--- src/rtl/scl_pkg.sv ---
// Shared types for the serial code latch.
// Assumes: nothing beyond a SystemVerilog-2017 compiler.
package scl_pkg;

    // Source of the next value of the presented code register.
    typedef enum logic [1:0] {
        SRC_HOLD  = 2'd0,
        SRC_ZERO  = 2'd1,
        SRC_SHIFT = 2'd2
    } code_src_t;

    // Bit positions of the control lines inside the synchroniser vector.
    localparam int unsigned CTL_SCLK  = 0;
    localparam int unsigned CTL_LOAD  = 1;
    localparam int unsigned CTL_CLEAR = 2;
    localparam int unsigned CTL_DATA  = 3;
    localparam int unsigned CTL_LINES = 4;

endpackage

--- src/rtl/scl_in_sync.sv ---
// Two-flop synchroniser for a vector of asynchronous lines.
// Does: brings each bit of async_i into the clk domain with two flops.
// Assumes: each line is stable for at least two clk cycles between changes;
//          RST_VAL gives the idle level of each line, which avoids false edges after reset.
module scl_in_sync #(
    parameter int unsigned N       = 4,
    parameter logic [N-1:0] RST_VAL = '0
) (
    input  logic         clk,
    input  logic         rst_n,
    input  logic [N-1:0] async_i,
    output logic [N-1:0] sync_o
);

    logic [N-1:0] meta_q;

    // Two-stage capture of the asynchronous lines.
    always_ff @(posedge clk) begin
        if (!rst_n) begin
            meta_q <= RST_VAL;
            sync_o <= RST_VAL;
        end else begin
            meta_q <= async_i;
            sync_o <= meta_q;
        end
    end

endmodule

--- src/rtl/scl_edge_tap.sv ---
// One-cycle delay of synchronised control lines, used for edge detection.
// Does: keeps the previous cycle's value of each line so the parent can compare.
// Assumes: lvl_i is already in the clk domain.
module scl_edge_tap #(
    parameter int unsigned N       = 3,
    parameter logic [N-1:0] RST_VAL = '0
) (
    input  logic         clk,
    input  logic         rst_n,
    input  logic [N-1:0] lvl_i,
    output logic [N-1:0] prev_o
);

    // Delay each synchronised line by one cycle.
    always_ff @(posedge clk) begin
        if (!rst_n) prev_o <= RST_VAL;
        else        prev_o <= lvl_i;
    end

endmodule

--- src/rtl/scl_shift_stage.sv ---
// MSB-first input shift register.
// Does: on shift_i, moves the register up one place and inserts bit_i at the LSB,
//       so older bits fall off the top and the last WIDTH bits remain.
// Assumes: shift_i is a single-cycle strobe, already gated by the load level.
module scl_shift_stage #(
    parameter int unsigned WIDTH = 12
) (
    input  logic             clk,
    input  logic             rst_n,
    input  logic             shift_i,
    input  logic             bit_i,
    output logic [WIDTH-1:0] word_o
);

    // Shift one bit in at each strobe.
    always_ff @(posedge clk) begin
        if (!rst_n)       word_o <= '0;
        else if (shift_i) word_o <= {word_o[WIDTH-2:0], bit_i};
    end

endmodule

--- src/rtl/scl_code_reg.sv ---
// Presented-code register with clear priority and change pulse.
// Does: holds the converter code. Clear low forces zero. A load fall, or a clear
//       release seen while load is low, copies the shift word. upd_o pulses
//       in the cycle the stored value differs from the one before.
// Assumes: all controls are synchronised single-domain signals.
module scl_code_reg
    import scl_pkg::*;
#(
    parameter int unsigned WIDTH = 12
) (
    input  logic             clk,
    input  logic             rst_n,
    input  logic             clr_lvl_i,
    input  logic             clr_rise_i,
    input  logic             ld_lvl_i,
    input  logic             ld_fall_i,
    input  logic [WIDTH-1:0] word_i,
    output logic [WIDTH-1:0] code_o,
    output logic             upd_o
);

    code_src_t        src;
    logic [WIDTH-1:0] code_nx;

    // Choose the source of the next code; clear outranks every transfer.
    always_comb begin
        if (!clr_lvl_i)                              src = SRC_ZERO;
        else if (ld_fall_i || (clr_rise_i && !ld_lvl_i)) src = SRC_SHIFT;
        else                                         src = SRC_HOLD;
    end

    // Next-value mux for the code register.
    always_comb begin
        unique case (src)
            SRC_ZERO:  code_nx = '0;
            SRC_SHIFT: code_nx = word_i;
            default:   code_nx = code_o;
        endcase
    end

    // Store the code and flag any change.
    always_ff @(posedge clk) begin
        if (!rst_n) begin
            code_o <= '0;
            upd_o  <= 1'b0;
        end else begin
            code_o <= code_nx;
            upd_o  <= (code_nx != code_o);
        end
    end

endmodule

--- src/rtl/serial_code_latch.sv ---
// Double-buffered serial code latch, top level.
// Does: synchronises the serial lines, shifts data on gated serial clock rises,
//       and transfers to the presented code on load fall or clear release.
// Assumes: serial clock high and low phases each last at least two clk cycles;
//          the data line is stable around each serial clock rise.
module serial_code_latch
    import scl_pkg::*;
#(
    parameter int unsigned WIDTH = 12
) (
    input  logic             clk,
    input  logic             rst_n,
    input  logic             ser_dat_i,
    input  logic             ser_clk_i,
    input  logic             load_i,
    input  logic             clear_n_i,
    output logic [WIDTH-1:0] code_o,
    output logic             code_upd_o
);

    localparam int unsigned NCTL = CTL_LINES - 1;
    // Idle levels: data 0, clear high, load high, serial clock low.
    localparam logic [CTL_LINES-1:0] IDLE_ALL = 4'b0110;
    localparam logic [NCTL-1:0]      IDLE_CTL = IDLE_ALL[NCTL-1:0];

    logic [CTL_LINES-1:0] raw_lines;
    logic [CTL_LINES-1:0] lvl;
    logic [NCTL-1:0]      prev;
    logic                 sclk_rise;
    logic                 ld_lvl;
    logic                 ld_fall;
    logic                 clr_lvl;
    logic                 clr_rise;
    logic                 shift_en;
    logic [WIDTH-1:0]     shift_word;

    // Pack the raw lines in synchroniser order.
    always_comb begin
        raw_lines             = '0;
        raw_lines[CTL_SCLK]  = ser_clk_i;
        raw_lines[CTL_LOAD]  = load_i;
        raw_lines[CTL_CLEAR] = clear_n_i;
        raw_lines[CTL_DATA]  = ser_dat_i;
    end

    scl_in_sync #(.N(CTL_LINES), .RST_VAL(IDLE_ALL)) u_sync (
        .clk    (clk),
        .rst_n  (rst_n),
        .async_i(raw_lines),
        .sync_o (lvl)
    );

    scl_edge_tap #(.N(NCTL), .RST_VAL(IDLE_CTL)) u_tap (
        .clk   (clk),
        .rst_n (rst_n),
        .lvl_i (lvl[NCTL-1:0]),
        .prev_o(prev)
    );

    // Edge decode and serial clock gating by the load level.
    always_comb begin
        ld_lvl    = lvl[CTL_LOAD];
        clr_lvl   = lvl[CTL_CLEAR];
        sclk_rise = lvl[CTL_SCLK] & ~prev[CTL_SCLK];
        ld_fall   = ~lvl[CTL_LOAD] & prev[CTL_LOAD];
        clr_rise  = lvl[CTL_CLEAR] & ~prev[CTL_CLEAR];
        shift_en  = sclk_rise & ld_lvl;
    end

    scl_shift_stage #(.WIDTH(WIDTH)) u_shift (
        .clk    (clk),
        .rst_n  (rst_n),
        .shift_i(shift_en),
        .bit_i  (lvl[CTL_DATA]),
        .word_o (shift_word)
    );

    scl_code_reg #(.WIDTH(WIDTH)) u_code (
        .clk       (clk),
        .rst_n     (rst_n),
        .clr_lvl_i (clr_lvl),
        .clr_rise_i(clr_rise),
        .ld_lvl_i  (ld_lvl),
        .ld_fall_i (ld_fall),
        .word_i    (shift_word),
        .code_o    (code_o),
        .upd_o     (code_upd_o)
    );

endmodule

--- config.mk ---
export PLATFORM = sky130hd
export DESIGN_NAME = serial_code_latch
export DESIGN_NICKNAME = d
export VERILOG_FILES = /design/src/rtl/scl_pkg.sv /design/src/rtl/scl_in_sync.sv /design/src/rtl/scl_edge_tap.sv /design/src/rtl/scl_shift_stage.sv /design/src/rtl/scl_code_reg.sv /design/src/rtl/serial_code_latch.sv
export SDC_FILE = /design/constraint.sdc
export NUM_CORES = 1
export LEC_CHECK = 0
export BUFFER_PORTS_ARGS = -buffer_cell sky130_fd_sc_hd__buf_2
export CAP_MARGIN = 20
export CORE_ASPECT_RATIO = 0.9
export CORE_MARGIN = 3
export CORE_UTILIZATION = 55
export DETAILED_ROUTE_END_ITERATION = 7
export PLACE_DENSITY_LB_ADDON = 0.3
export SLEW_MARGIN = 20
export SYNTH_ARGS = -nofsm -noshare
export SYNTH_HDL_FRONTEND = slang
export SYNTH_HIERARCHICAL = 1
export SYNTH_SLANG_ARGS = --single-unit
export TNS_END_PERCENT = 10
--- constraint.sdc ---
create_clock -name clk -period 1.7 [get_ports clk]
set_clock_uncertainty 0.05 [all_clocks]
set_input_delay 0.085 -clock clk [delete_from_list [all_inputs] [get_ports clk]]
set_output_delay 0.085 -clock clk [all_outputs]
set_load 0.05 [all_outputs]
Yosys cells after proc, flatten, opt, wreduce, memory -nomap -nowiden:

Index checks and enable logic that the tools add are counted.

* add/subtract/negate cells: 0
* multiply operators: 0
* divide/modulo/power cells: 0
* magnitude comparators: 0
* eq/ne operators: 3
* shift operators: 0
* muxes and demuxes: 3
* bitwise operators: 7
* reduce and logical (&&, ||, !) cells: 3

Operator list (number)
* 12-bit case mux with 2 select lines: 1
* 12-bit inequality test: 1
* 1-bit AND: 4
* 2-bit two-way mux: 2
* 1-bit inverter: 3
* 2-bit by 1-bit == test with 1-bit output (second input constant): 1
* 2-bit == test (second input constant): 1
* 1-bit logical AND: 1
* 1-bit zero test: 1
* 1-bit logical OR: 1

* register bits after elaboration: 36
* latch bits: 0
* RAM bits: 0
* ROM bits: 0
* bits of input ports: 6
* output and inout port bits: 13
* logic and storage cells: 22
* memories: 0

Logic depth before layout (Yosys ltp):

* depth in word-level cells: 9
* depth in mapped cells: 5

Cells and area by module:

The synthesis kept the hierarchy.

Modules (own cells, without submodules)
* scl_code_reg: times used 1, cells each 80, area each 673.1 sq um
* scl_shift_stage: times used 1, cells each 38, area each 450.4 sq um
* scl_in_sync: times used 1, cells each 16, area each 210.2 sq um
* scl_edge_tap: times used 1, cells each 6, area each 78.8 sq um
* serial_code_latch: times used 1, cells each 3, area each 21.3 sq um

Worst setup path before layout:

Ideal clock, no wire load.

* path kind: reg-to-reg
* start: reg u_code.code_o[2]
* end: reg u_code.upd_o
* library setup time: 0.122 ns
* data arrival time: 1.531 ns
* data required time: 1.528 ns
* path slack: -0.003 ns
* stages on the path, launching flop included: 5
* buffers on the path: 0
* period minus slack after synthesis: 1.703 ns
* path through: dfxtp_1 or4_1 nor2_1 o22ai_1 a221o_1

* cells in the longest elaborated chain, start to end: 2

Ends and longest elaborated chain
* from (decl): line scl_code_reg.sv:18 `output logic [WIDTH-1:0] code_o,`
* from (signal assigned): line scl_code_reg.sv:47 `code_o <= code_nx;`
* 12-bit case mux with 2 select lines: line scl_code_reg.sv:34 `unique case (src)`
* 12-bit inequality test *: line scl_code_reg.sv:48 `upd_o <= (code_nx != code_o);`
* to (signal assigned): line scl_code_reg.sv:48
* to (decl): line scl_code_reg.sv:19 `output logic upd_o`

Every way passes the cells marked *; elsewhere a longest branch is shown, timed or not.
A chain may end at the register's enable or synchronous reset.

Worst setup path in the final report:

* start: reg u_code.code_o[10]
* end: reg u_code.upd_o

The elaborated chain is that of the path after synthesis.

==> impl_results.rst <==
.. list-table::
   :header-rows: 1

   * - Metric
     - Value
   * - Critical Path AT
     - 1780 ps
   * - Switching power as a share of total power
     - 0.225
   * - Hold/Removal Path Class
     - in2reg
   * - Worst Setup End Kind
     - flip-flop
   * - Maximum ir drop on the vdd rail
     - 0.000740 V
   * - Cell chain of the critical path
     - or4_1 > nor2_1 > o22ai_1 > a221o_1
   * - Ratio of final minimum period to clock period
     - 0.932
   * - Ranking of synthesized cells by area
     - sky130_fd_sc_hd__dfxtp_1 50%, sky130_fd_sc_hd__mux2i_1 17%, sky130_fd_sc_hd__nor2b_1 6.1%
   * - Max-slew violations
     - 0
   * - Number of antenna violations at the first check in global routing
     - 0
   * - Remaining DRCs
     - 0
   * - Leakage Power
     - 0.738 nW
   * - Buf/Inv on CP
     - 0
   * - Root Buffer Master
     - sky130_fd_sc_hd__clkbuf_4
   * - Internal Power
     - 1.09 mW
   * - Power share of the combinational group
     - 0.051
   * - Count of buffers added by post-CTS timing repair for setup
     - 0
   * - Clock buffer count from CTS
     - 5
   * - Core footprint
     - 0.00232 mm²
   * - Maximum number of pins on one net before global-route repair
     - 27
   * - Cell taking the most area after synthesis
     - sky130_fd_sc_hd__dfxtp_1
   * - Worst slew pin tran
     - 382 ps
   * - CTS tree
     - done
   * - Post-Syn Area
     - 0.00143 mm²
   * - Number of DRC markers in iteration 0
     - 95
   * - Highest clock frequency the design can meet
     - 631 MHz
   * - Outcome
     - finished clean
   * - First-pass GRT wire length
     - 4800 µm
   * - Slowest stage delay, CP
     - 520 ps
   * - Wirelength per Cell
     - 14.5 µm
   * - Portion of total power attributed to the clock network
     - 0.336
   * - Count of inserted antenna diode cells
     - 0
   * - Clock-pin slew reported for the worst setup and hold paths after clock tree synthesis
     - 100 ps
   * - Number of maximum-capacitance constraint violations
     - 0
   * - Worst setup path category
     - reg2reg
   * - Mean post-synth cell area
     - 10.0 µm²
   * - Wirelength, routed
     - 2890 µm
   * - Number of library cell types mapped by synthesis
     - 24
   * - Post-Synthesis Cells
     - 143
   * - CTS H-tree lvls
     - 2
   * - Gr ovfl total
     - 0
   * - Total nets after synthesis
     - 149
   * - Cell with the biggest individual delay on the critical path
     - sky130_fd_sc_hd__or4_1
   * - Area growth from synthesis to final layout
     - 16.2%
   * - Floorplan die width
     - 59.8 µm
   * - Final critical-path required period
     - 1580 ps
   * - Global placer's final weighted congestion
     - 0.886
   * - Setup-failing EPs final
     - 0
   * - Number of nets with antenna violations after detailed routing
     - 0
   * - Final Net Count
     - 178
   * - Layout cells sized above 1
     - 0.185
   * - Initial DRT Pass Iterations
     - 4
   * - WP data required
     - 1890 ps
   * - Post-synthesis sequential element count
     - 36
   * - Synth warn
     - 6
   * - Number of buffers added on ports
     - 18
   * - Worst-case clock buffer depth
     - 2
   * - Kind of cell adding the most delay to the critical path
     - simple AND/OR/NAND/NOR gates
   * - Die footprint
     - 0.00326 mm²
   * - Endpoints failing hold
     - 0
   * - PnR Total Power
     - 1.40 mW
   * - Ratio of routed vias to standard cells
     - 5.66
   * - Setup repair after global routing missed its margin
     - false
   * - Die height
     - 54.4 µm
   * - Sum of negative setup slack
     - 0 ps
   * - Power density over the cells
     - 842 mW/mm²
   * - Footprint of the multi-input gates
     - 641 µm²
   * - Proportion of synthesized chip area in sequential cells
     - 0.503
   * - Placed wire-length estimate
     - 2020 µm
   * - Type of origin of the critical path
     - flip-flop
   * - Net switching power of the design
     - 0.315 mW
   * - Count of fill cells added during filler insertion
     - 197
   * - GRT Overall Usage
     - 0.203
   * - Initial core utilization
     - 0.617
   * - I/O pin count
     - 19
   * - Storage cell area
     - 722 µm²
   * - Sequential fraction of design power
     - 0.612
   * - Number of global-route vias before repair
     - 1076
   * - Crit-path max FO
     - 5
   * - Overall via count from detail_route
     - 1131
   * - Proportion of netlist area held by the largest area contributor
     - 0.503
   * - Std cell rows
     - 16
   * - Clock latency of the later-clocked register in the worst-skew pair
     - 340 ps
   * - CTS sink cnt
     - 36
   * - Worst slew margin
     - 0.746
## layout by cell type, fill, tap and decap left out, drive strengths merged
cell	instances
dfxtp	36
nor4	1
and3	1
and3b	1
inv	13
nand2	4
a21oi	2
clkbuf	6
o22ai	6
buf	22
mux2i	24
a22o	1
a222oi	2
clkinv	2
and2	5
nor2	14
dlygate4sd3	4
nand2b	7
nand3	2
a221oi	3
or4	1
a211oi	1
a221o	1
nor2b	14
## cells in the mapped netlist
master / n
sky130_fd_sc_hd__buf_6: 1
sky130_fd_sc_hd__or4_1: 1
sky130_fd_sc_hd__and3_1: 1
sky130_fd_sc_hd__and2_1: 5
sky130_fd_sc_hd__nand2b_1: 7
sky130_fd_sc_hd__nand2_1: 4
sky130_fd_sc_hd__buf_2: 1
sky130_fd_sc_hd__a21oi_4: 1
sky130_fd_sc_hd__nor2b_1: 14
sky130_fd_sc_hd__inv_1: 13
sky130_fd_sc_hd__nand3_1: 2
sky130_fd_sc_hd__a221o_1: 1
sky130_fd_sc_hd__nor2_1: 14
sky130_fd_sc_hd__a222oi_1: 2
sky130_fd_sc_hd__and3b_1: 1
sky130_fd_sc_hd__a22o_1: 1
sky130_fd_sc_hd__clkbuf_1: 2
sky130_fd_sc_hd__mux2i_1: 24
sky130_fd_sc_hd__a21oi_1: 1
sky130_fd_sc_hd__nor4_1: 1
sky130_fd_sc_hd__a211oi_1: 1
sky130_fd_sc_hd__dfxtp_1: 36
sky130_fd_sc_hd__o22ai_1: 6
sky130_fd_sc_hd__a221oi_1: 3
## worst reg2reg max path, delay by kind of cell (launching register included)
family | cells | cell delay, ps
AOI/OAI and AO/OA | 2 | 440
and+or+nand+nor | 2 | 640
DFF | 1 | 360
## final cells by class
class / count / area share
Clock inverter: 2 / 0.00601
Timing Repair Buffer: 26 / 0.0961
Multi-Input combinational cell: 90 / 0.384
Sequential cell: 36 / 0.433
Inverter: 13 / 0.0293
Tap cell: 27 / 0.0203
Clock buffer: 6 / 0.0308
## routing by layer
metal / track usage / vias up / routed length [µm]
met5: 0 / - / 0
met4: 0.111 / 0 / 58
met3: 0.0495 / 12 / 237
met2: 0.345 / 48 / 1320
met1: 0.235 / 523 / 1280
li1: - / 548 / -
## registers in the layout, indices dropped and copies added, names as in the netlist
name and count:
u_code/code_o 12, u_shift/word_o 12, u_sync/meta_q 4, u_sync/sync_o 4, u_tap/prev_o 3, u_code/upd_o 1
## path summary, 6_finish.rpt
check                    startpoint          endpoint  slack [ps]  cells after the start
setup reg to reg  u_code/code_o[10]      u_code/upd_o         120                      4
hold reg to reg    u_sync/meta_q[1]  u_sync/sync_o[1]         360                      1
setup / recovery  u_code/code_o[10]      u_code/upd_o         120                      4
hold / removal                rst_n  u_sync/sync_o[1]          60                      2
## logic make-up (layout without fill, tap and decap cells)
logic type             after synthesis  after routing  share of synthesized area
and+or+nand+nor                     50             50                      0.188
muxes                               24             24                      0.168
buffers and inverters               17             47                     0.0506
AOI/OAI and AO/OA                   16             16                     0.0916
DFF                                 36             36                      0.503
## through the flow
| step | instance area, µm² | cells | worst slack (ps) | hold slack, ps | utilization |
|---|---|---|---|---|---|
| floorplan | 1440 | 143 | 1.09 | 108 | - |
| global placement | 1570 | 188 | 197 | 214 | 0.674 |
| detailed placement | 1570 | 188 | 137 | 224 | 0.674 |
| CTS | 1670 | 200 | 118 | 59.0 | 0.718 |
| global route | 1670 | 200 | 17.0 | 78.6 | 0.718 |
| finish | 1670 | 200 | 116 | 58.2 | 0.718 |
## repair_timing
action | 4_1_cts | 5_1_grt
hold buffers | 4 | 0
resized for setup | 0 | 0
endpoints found under the hold margin | 4 | 0
## power by group through the flow
stage | Clock [mW] | Combinational, mW | Sequential, mW
2_1_floorplan | 0 | 0.0447 | 0.877
3_3_place_gp | 0 | 0.0630 | 0.878
3_5_place_dp | 0 | 0.0642 | 0.878
4_1_cts | 0.479 | 0.0712 | 0.859
5_1_grt | 0.514 | 0.0773 | 0.861
6_report | 0.472 | 0.0717 | 0.859
Note: power is estimated with default switching activity, not from simulation.
